<file path="config.mk">
export PLATFORM = sky130hd
export DESIGN_NAME = acc_alu
export DESIGN_NICKNAME = d
export VERILOG_FILES = /design/src/rtl/alu_pkg.sv /design/src/rtl/alu_decode.sv /design/src/rtl/alu_datapath.sv /design/src/rtl/acc_alu.sv
export SDC_FILE = /design/constraint.sdc
export NUM_CORES = 1
export LEC_CHECK = 0
export ABC_AREA = 1
export BUFFER_PORTS_ARGS = -buffer_cell sky130_fd_sc_hd__buf_2
export CORE_MARGIN = 8
export CORE_UTILIZATION = 60
export CTS_CLUSTER_SIZE = 12
export DETAILED_ROUTE_END_ITERATION = 12
export GPL_ROUTABILITY_DRIVEN = 1
export PLACE_DENSITY = 0.87
export REMOVE_ABC_BUFFERS = 1
export SETUP_SLACK_MARGIN = 0.02
export SKIP_CTS_REPAIR_TIMING = 1
export SKIP_LAST_GASP = 1
export SYNTH_ARGS = -nofsm -noshare
export SYNTH_HDL_FRONTEND = slang
export SYNTH_SLANG_ARGS = --single-unit
export TNS_END_PERCENT = 100
</file>
<file path="constraint.sdc">
create_clock -name clk -period 9.83 [get_ports clk]
set_input_delay 0.4915 -clock clk [delete_from_list [all_inputs] [get_ports clk]]
set_output_delay 0.4915 -clock clk [all_outputs]
set_load 0.05 [all_outputs]
</file>
<file path="src/rtl/alu_pkg.sv">
package alu_pkg;
  localparam int DW    = 8;
  localparam int NIB   = DW / 2;
  localparam int FB_C  = 0;
  localparam int FB_P  = 2;
  localparam int FB_H  = 5;
  localparam int FB_Z  = 6;
  localparam int FB_S  = 7;
  localparam logic [DW-1:0] FLAG_MASK = (DW'(1) << FB_C) | (DW'(1) << FB_P) |
                                        (DW'(1) << FB_H) | (DW'(1) << FB_Z) |
                                        (DW'(1) << FB_S);

  typedef enum logic [4:0] {
    K_NONE, K_AND, K_OR, K_XOR, K_ADD, K_ADDC, K_SUB, K_SUBB,
    K_RL, K_RLC, K_RR, K_RRC, K_INC, K_DEC, K_CPL,
    K_SETC, K_CLRC, K_CPLC, K_DA, K_SFA, K_LAF
  } alu_kind_e;
endpackage

</file>
<file path="src/rtl/alu_decode.sv">
module alu_decode
  import alu_pkg::*;
(
  input  logic [7:0] opcode,
  output alu_kind_e  kind
);
  always_comb begin
    kind = K_NONE;
    if (opcode[7:6] == 2'b10) begin
      case (opcode[5:3])
        3'd0: kind = K_AND;
        3'd1: kind = K_OR;
        3'd2: kind = K_XOR;
        3'd3: begin
          case (opcode[2:0])
            3'd0:    kind = K_RL;
            3'd1:    kind = K_RLC;
            3'd2:    kind = K_RR;
            3'd3:    kind = K_RRC;
            3'd6:    kind = K_INC;
            3'd7:    kind = K_DEC;
            default: kind = K_NONE;
          endcase
        end
        3'd4: kind = K_ADD;
        3'd5: kind = K_ADDC;
        3'd6: kind = K_SUB;
        default: kind = K_SUBB;
      endcase
    end else begin
      case (opcode)
        8'h08:   kind = K_SETC;
        8'h09:   kind = K_CLRC;
        8'h0E:   kind = K_CPLC;
        8'h0F:   kind = K_CPL;
        8'h11:   kind = K_SFA;
        8'h12:   kind = K_LAF;
        8'hFA:   kind = K_DA;
        default: kind = K_NONE;
      endcase
    end
  end
endmodule

</file>
<file path="src/rtl/alu_datapath.sv">
module alu_datapath
  import alu_pkg::*;
(
  input  alu_kind_e        kind,
  input  logic [DW-1:0]    a,
  input  logic [DW-1:0]    b,
  input  logic [DW-1:0]    fin,
  output logic [DW-1:0]    res,
  output logic             wr,
  output logic [DW-1:0]    fout
);
  logic          cin, c, h, ci;
  logic [DW:0]   sum, t1, t2;
  logic [NIB:0]  lo;
  logic          adj2;

  assign cin = fin[FB_C];

  always_comb begin
    res  = a;
    wr   = 1'b0;
    c    = cin;
    h    = fin[FB_H];
    ci   = 1'b0;
    sum  = '0;
    lo   = '0;
    t1   = '0;
    t2   = '0;
    adj2 = 1'b0;
    case (kind)
      K_AND: begin res = a & b; wr = 1'b1; c = 1'b0; end
      K_OR:  begin res = a | b; wr = 1'b1; c = 1'b0; end
      K_XOR: begin res = a ^ b; wr = 1'b1; c = 1'b0; end
      K_ADD, K_ADDC: begin
        ci  = (kind == K_ADDC) & cin;
        sum = {1'b0, a} + {1'b0, b} + (DW+1)'(ci);
        lo  = {1'b0, a[NIB-1:0]} + {1'b0, b[NIB-1:0]} + (NIB+1)'(ci);
        res = sum[DW-1:0]; c = sum[DW]; h = lo[NIB]; wr = 1'b1;
      end
      K_SUB, K_SUBB: begin
        ci  = (kind == K_SUBB) & cin;
        sum = {1'b0, a} - {1'b0, b} - (DW+1)'(ci);
        lo  = {1'b0, a[NIB-1:0]} - {1'b0, b[NIB-1:0]} - (NIB+1)'(ci);
        res = sum[DW-1:0]; c = sum[DW]; h = lo[NIB]; wr = 1'b1;
      end
      K_RL:  begin res = {a[DW-2:0], a[DW-1]}; wr = 1'b1; end
      K_RLC: begin res = {a[DW-2:0], cin}; c = a[DW-1]; wr = 1'b1; end
      K_RR:  begin res = {a[0], a[DW-1:1]}; wr = 1'b1; end
      K_RRC: begin res = {cin, a[DW-1:1]}; c = a[0]; wr = 1'b1; end
      K_INC: begin res = a + DW'(1); wr = 1'b1; end
      K_DEC: begin res = a - DW'(1); wr = 1'b1; end
      K_CPL: begin res = ~a; wr = 1'b1; end
      K_SETC: c = 1'b1;
      K_CLRC: c = 1'b0;
      K_CPLC: c = ~cin;
      K_DA: begin
        t1   = {1'b0, a} + (((a[NIB-1:0] > NIB'(9)) || fin[FB_H]) ? (DW+1)'(6) : '0);
        adj2 = t1[DW] | (t1[DW-1:NIB] > NIB'(9)) | cin;
        t2   = {1'b0, t1[DW-1:0]} + (adj2 ? (DW+1)'(8'h60) : '0);
        res  = t2[DW-1:0];
        c    = cin | t1[DW] | t2[DW];
        wr   = 1'b1;
      end
      K_SFA: begin res = fin & FLAG_MASK; wr = 1'b1; end
      default: ;
    endcase
  end

  always_comb begin
    if (kind == K_LAF) begin
      fout = a & FLAG_MASK;
    end else begin
      fout        = '0;
      fout[FB_C]  = c;
      fout[FB_H]  = h;
      fout[FB_S]  = wr ? res[DW-1]  : fin[FB_S];
      fout[FB_Z]  = wr ? (res == '0) : fin[FB_Z];
      fout[FB_P]  = wr ? (^res)      : fin[FB_P];
    end
  end
endmodule

</file>
<file path="src/rtl/acc_alu.sv">
module acc_alu
  import alu_pkg::*;
(
  input  logic          clk,
  input  logic          rst,
  input  logic          op_valid,
  input  logic [7:0]    opcode,
  input  logic [DW-1:0] acc_in,
  input  logic [DW-1:0] opnd,
  output logic [DW-1:0] acc_out,
  output logic          acc_wr,
  output logic [DW-1:0] flags
);
  alu_kind_e     kind;
  logic [DW-1:0] res_d, flags_d;
  logic          wr_d;

  alu_decode u_dec (
    .opcode (opcode),
    .kind   (kind)
  );

  alu_datapath u_dp (
    .kind (kind),
    .a    (acc_in),
    .b    (opnd),
    .fin  (flags),
    .res  (res_d),
    .wr   (wr_d),
    .fout (flags_d)
  );

  always_ff @(posedge clk) begin
    if (rst) begin
      acc_out <= '0;
      acc_wr  <= 1'b0;
      flags   <= '0;
    end else if (op_valid) begin
      flags  <= flags_d;
      acc_wr <= wr_d;
      if (wr_d) acc_out <= res_d;
    end else begin
      acc_wr <= 1'b0;
    end
  end
endmodule

</file>
## Yosys cells after proc, flatten, opt, wreduce, memory -nomap -nowiden

Index checks and enable logic that the tools add are counted.

- Flip-flop bits (word level): 17
- Bits of input ports: 27
- Output and inout port bits: 17
- Logic and storage cells: 102

- Add/subtract/negate cells: 12
- $lt $le $gt $ge: 2
- Equal/unequal tests: 39
- Muxes and demuxes: 14
- Bitwise logic cells: 12
- Reduce and logical (&&, ||, !) cells: 17

Operators with widths:

| kind | number |
|---|---|
| one-hot mux 8 bit (14 select lines) | 1 |
| one-hot mux 5 bit (7 select lines) | 2 |
| equality test 5 x 4 -> 1 bit, second input constant | 8 |
| equality test 8 x 4 -> 1 bit, second input constant | 4 |
| equality test 5 bit, second input constant | 5 |
| one-hot mux 4 bit (6 select lines) | 1 |
| equality test 5 x 3 -> 1 bit, second input constant | 4 |
| adder 8 x 9 -> 9 bit | 2 |
| equality test 8 x 5 -> 1 bit, second input constant | 2 |
| OR reduction 16 bit | 1 |
| equality test 3 bit, second input constant | 5 |
| equality test 3 x 2 -> 1 bit, second input constant | 4 |
| equality test 5 x 2 -> 1 bit, second input constant | 2 |
| adder 8 x 8 -> 9 bit | 1 |
| adder 9 x 1 -> 9 bit | 1 |
| nonzero test 9 bit | 1 |
| subtractor 8 x 8 -> 9 bit | 1 |
| subtractor 9 x 1 -> 9 bit | 1 |
| adder 8 x 1 -> 8 bit, second input constant | 1 |
| AND 8 bit | 1 |
| equality test 8 bit, second input constant | 1 |
| greater-than comparator 4 bit, second input constant | 2 |
| logical NOT 8 bit | 1 |
| 2-to-1 mux 8 bit | 1 |
| 28 further kinds | 43 |

## Depth between registers and ports, before layout

- Word-level depth: 13
- Gate-level depth with buffers: 32
- Depth with buffers taken out: 32

## Cells and area by module

Synthesis repeated with hierarchy kept, for this count alone.

- Cells, all modules: 614
- Area, all modules: 3649.8 sq um

Modules (own cells, without submodules):

| module | times used | cells each | area each (sq um) | sequential area each (sq um) |
|---|---|---|---|---|
| alu_datapath | 1 | 453 | 2690.1 | 0.0 |
| acc_alu | 1 | 88 | 645.6 | 340.3 |
| alu_decode | 1 | 73 | 314.1 | 0.0 |

## Least setup slack after synthesis

No wires, ideal clock.

- Path kind: register to register
- From: register flags[5]
- To: register flags[2]
- Setup time: 0.124 ns
- Arrival time: 4.098 ns
- Data required time: 9.706 ns
- Path slack: 5.609 ns
- Stages on the path, launching flop included: 26
- Buffers on the path: 0
- Period minus slack after synthesis: 4.221 ns
- Cells stage by stage: dfxtp_1 > nor2_1 > inv_1 > ha_1 > inv_1 > fa_1 > inv_1 > nand2_1 > nor2_1 > nand3_1 > xor2_1 > a21oi_1 > nor2_1 > inv_1 > ha_1 > inv_1 > fa_1 > o22ai_1 > a21oi_1 > nand3_1 > o21ai_0 > ha_1 > xnor2_1 > xnor2_1 > o21ai_0 > a21oi_1

- Longest elaborated chain between the ends: 12

Ends and longest elaborated chain:

| what | RTL line | RTL |
|---|---|---|
| start, declared | acc_alu.sv:12 | `output logic [DW-1:0] flags` |
| start signal, assigned | acc_alu.sv:39 | `flags <= flags_d;` |
| logical OR 1 bit | alu_datapath.sv:57 | `t1 = {1'b0, a} + (((a[NIB-1:0] > NIB'(9)) \|\| fin[FB_H]) ? (DW+1)'(6) : '0);` |
| 2-to-1 mux 3 bit | alu_datapath.sv:57 |  |
| adder 8 x 9 -> 9 bit | alu_datapath.sv:57 |  |
| greater-than comparator 4 bit | alu_datapath.sv:58 | `adj2 = t1[DW] \| (t1[DW-1:NIB] > NIB'(9)) \| cin;` |
| bitwise OR 1 bit (2 in a row) | alu_datapath.sv:58 |  |
| 2-to-1 mux 7 bit | alu_datapath.sv:59 | `t2 = {1'b0, t1[DW-1:0]} + (adj2 ? (DW+1)'(8'h60) : '0);` |
| adder 8 x 9 -> 9 bit | alu_datapath.sv:59 |  |
| one-hot mux 8 bit (14 select lines) (*) | alu_datapath.sv:30 | `case (kind)` |
| XOR reduction 8 bit (*) | alu_datapath.sv:78 | `fout[FB_P] = wr ? (^res) : fin[FB_P];` |
| 2-to-1 mux 1 bit (*) | alu_datapath.sv:78 |  |
| 2-to-1 mux 8 bit (*) | alu_datapath.sv:70 | `if (kind == K_LAF) begin` |

Mark *: on every way between the ends. The rest lies on a longest branch, timed or not. The select of a mux whose other input is x is not followed.
A chain may end at the register's enable or synchronous reset.

## Worst setup path in the final report

- From: input acc_in[1]
- To: register flags[2]

- Longest elaborated chain between the ends: 13
- Elaborated cells between the ends (all ways): 23
- Those cells by class: add/sub: 8; order compare: 2; mux: 5; bitwise: 6; reduce/logical: 2

Ends and longest elaborated chain:

| what | RTL line | RTL |
|---|---|---|
| start, declared | acc_alu.sv:8 | `input logic [DW-1:0] acc_in,` |
| greater-than comparator 4 bit | alu_datapath.sv:57 |  |
| logical OR 1 bit | alu_datapath.sv:57 |  |
| 2-to-1 mux 3 bit | alu_datapath.sv:57 |  |
| adder 8 x 9 -> 9 bit | alu_datapath.sv:57 |  |
| greater-than comparator 4 bit | alu_datapath.sv:58 |  |
| bitwise OR 1 bit (2 in a row) | alu_datapath.sv:58 |  |
| 2-to-1 mux 7 bit | alu_datapath.sv:59 |  |
| adder 8 x 9 -> 9 bit | alu_datapath.sv:59 |  |
| one-hot mux 8 bit (14 select lines) (*) | alu_datapath.sv:30 |  |
| XOR reduction 8 bit (*) | alu_datapath.sv:78 |  |
| 2-to-1 mux 1 bit (*) | alu_datapath.sv:78 |  |
| 2-to-1 mux 8 bit (*) | alu_datapath.sv:70 |  |

Marks and branches as above.

==> flow_summary.json <==
{
  "die_width_microns": 92.6,
  "synth_xor_area_share_pct": 3.98,
  "vias_per_cell": 5.77,
  "htreeDepth": 1,
  "syn_inst": 594,
  "p_leak_uw": 0.00213,
  "synthAdderAreaFrac_pct": 19.6,
  "synth-seq-cells": 14,
  "yosys.area_share.simple_pct": 40.8,
  "hold_slack_ps": 490,
  "grt_max_degree": 14,
  "overflow": 0,
  "setup_tns_ps": 0,
  "cts_buffer_depth": 2,
  "final_cell_mix": "nand2_1 (136), inv_1 (87), nor2_1 (70)",
  "hold_depth": 2,
  "max_cap_violations": 0,
  "crit_fanout": 13,
  "p_int_uw": 156,
  "status": "finished clean",
  "reg2reg_depth": 30,
  "path_class": "in -> reg",
  "synth_area_sq_um": 3520,
  "portBuffers": 40,
  "routedWlPerCell_microns": 15.7,
  "grt_pass1_wl_microns": 18700,
  "max_stage_delay_ps": 380,
  "fin_crit_ps": 4830,
  "seqPwrFrac_pct": 20.8,
  "sw_frac_of_total_pct": 50.8,
  "initial_core_util_pct": 60.9,
  "critPathLaunchType": "input pin",
  "fillers": 580,
  "slew_viol_final": 0,
  "wirelength_microns": 11100,
  "dr.first_iter.drc_count": 358,
  "gp_congestion": 0.975,
  "diodes": 0,
  "postSynthAreaPerCell_sq_um": 5.92,
  "clkTransAtPathRegs_ps": 60,
  "nets": 711,
  "yosys-top-cells-area": "ha_1 (16%), nand2_1 (15%), inv_1 (9.3%), dfxtp_1 (8.0%), nor2_1 (7.5%)",
  "final_common_cell": "nand2_1",
  "place_ws_ps": 4860,
  "period_share_pct": 49.2,
  "die_y_microns": 92.6,
  "layout-drive-gt1-share_pct": 13.9,
  "endpoint_kind": "flip-flop",
  "yosysWarnings": 0,
  "crit_required_ps": 9960,
  "tightest_slew_ps": 622,
  "drc": 0,
  "cts_buffers": 3,
  "maxClockFrequency_mhz": 207,
  "synth_top_cell_area_share_pct": 15.6,
  "vdd.ir_drop.worst_mv": 0.0693,
  "grt_use_total_pct": 26.2,
  "p_switching_uw": 161,
  "pwr-share-comb_pct": 63.9,
  "cts_tree": "done",
  "antenna_found_initial": 0,
  "synth-seq-area-share_pct": 7.97,
  "crit_top_cell": "inv_1",
  "power.total_uw": 317,
  "cts.sinks": 14,
  "hold_violations": 0,
  "p_per_area_nw_per_um2": 83.2,
  "dieArea_sq_um": 8570,
  "cts-root-buf": "clkbuf_8",
  "yosysUniqueCellTypes": 41,
  "crit_arrival_ps": 4960,
  "syn_to_final_growth_pct": 8.50,
  "io_pins": 44,
  "antenna_left": 0,
  "drtPass1Iterations": 5,
  "setup_viol": 0,
  "critPathSlowestCell": "fa_1",
  "synth-compound-area-share_pct": 15.9,
  "core-area_sq_um": 5780,
  "clockPowerShare_pct": 15.3,
  "grt_pass1_vias": 3928,
  "yosysTopAreaCell": "ha_1",
  "insertion_delay_ps": 250,
  "dp_hpwl_microns": 9110,
  "finalClockSkew_ps": 2.49,
  "synth_top_family_by_area": "simple AND/OR/NAND/NOR gates",
  "vias": 4072,
  "slew_headroom_pct": 58.4,
  "rsz0062_at_grt": "no",
  "synthMuxAreaShare_pct": 0,
  "fin_ws_ps": 5000,
  "rows": 28,
  "hold_class": "in -> reg"
}
-- stage by stage --
stage	cell area, sq um	instances	util [%]
after global placement	3780	703	65.3
after global routing	3820	706	66.0
after detailed placement	3780	703	65.3
final	3820	706	66.0
after floorplan	3480	588	-
after CTS	3820	706	66.0
-- sequential cells by signal, summed over array words and instances, names as in the netlist --
register / count
acc_out: 8
acc_wr: 1
flags: 5
-- synth_stat cells, drive strengths merged --
cell type  instances
a211oi             1
a21o               1
a21oi             29
a22oi              1
a31oi              3
and3               1
buf                5
clkbuf             3
conb               1
dfxtp             14
fa                 7
ha                44
inv               96
nand2            147
nand3             51
nand4             17
nor2              83
nor3               6
nor3b              1
o2111ai            3
o211ai             2
o21a               1
o21ai             45
o21bai             3
o22ai              4
o2bb2ai            3
or2                6
xnor2              4
xor2              12
-- critical path, delay by kind of cell --
kind,cells,cell delay [ps]
fa+ha+maj,5,1310
simple gates,11,1140
buf+inv,10,970
compound gates,4,570
xor+xnor,3,480
-- logic make-up (layout without fill, tap and decap cells) --
family / Yosys count / count (layout)
flip-flops: 14 / 14
adder cells (fa/ha/maj): 51 / 51
AND/OR/NAND/NOR: 312 / 312
XOR/XNOR: 16 / 16
buffers and inverters: 104 / 139
other: 1 / 3
AO/OA/AOI/OAI: 96 / 96
-- routing by layer --
metal	GRT usage, %	vias to the layer above	share of wire [%]
li1	-	2005	-
met4	13.2	0	4.6
met2	42.7	204	45
met3	3.72	39	8.1
met1	32.9	1824	42
met5	0	-	0
-- power by group through the flow --
stage,combinational (uW),clock [uW],sequential [uW]
2_1_floorplan,127,0,84.6
3_3_place_gp,194,0,67.0
3_5_place_dp,198,0,67.2
4_1_cts,199,48.1,66.1
5_1_grt,224,50.8,66.8
6_report,203,48.6,66.2
-- worst paths after layout --
kind | start | to | slack, ps
worst max register to register | flags[5] | flags[2] | 5410
worst min-delay path | rst | flags[7] | 490
worst max-delay path | acc_in[1] | flags[2] | 5000
worst min register to register | flags[7] | flags[7] | 490
-- final cells by class --
type | instances | area, sq um | area share (%)
Multi-Input combinational cell | 478 | 2840 | 74.4
Sequential cell | 14 | 280 | 7.34
Clock buffer | 3 | 41.3 | 1.08
Tap cell | 75 | 93.8 | 2.46
Inverter | 96 | 363 | 9.51
Timing Repair Buffer | 40 | 200 | 5.24
No activity file was read; power rests on OpenSTA's default activity.
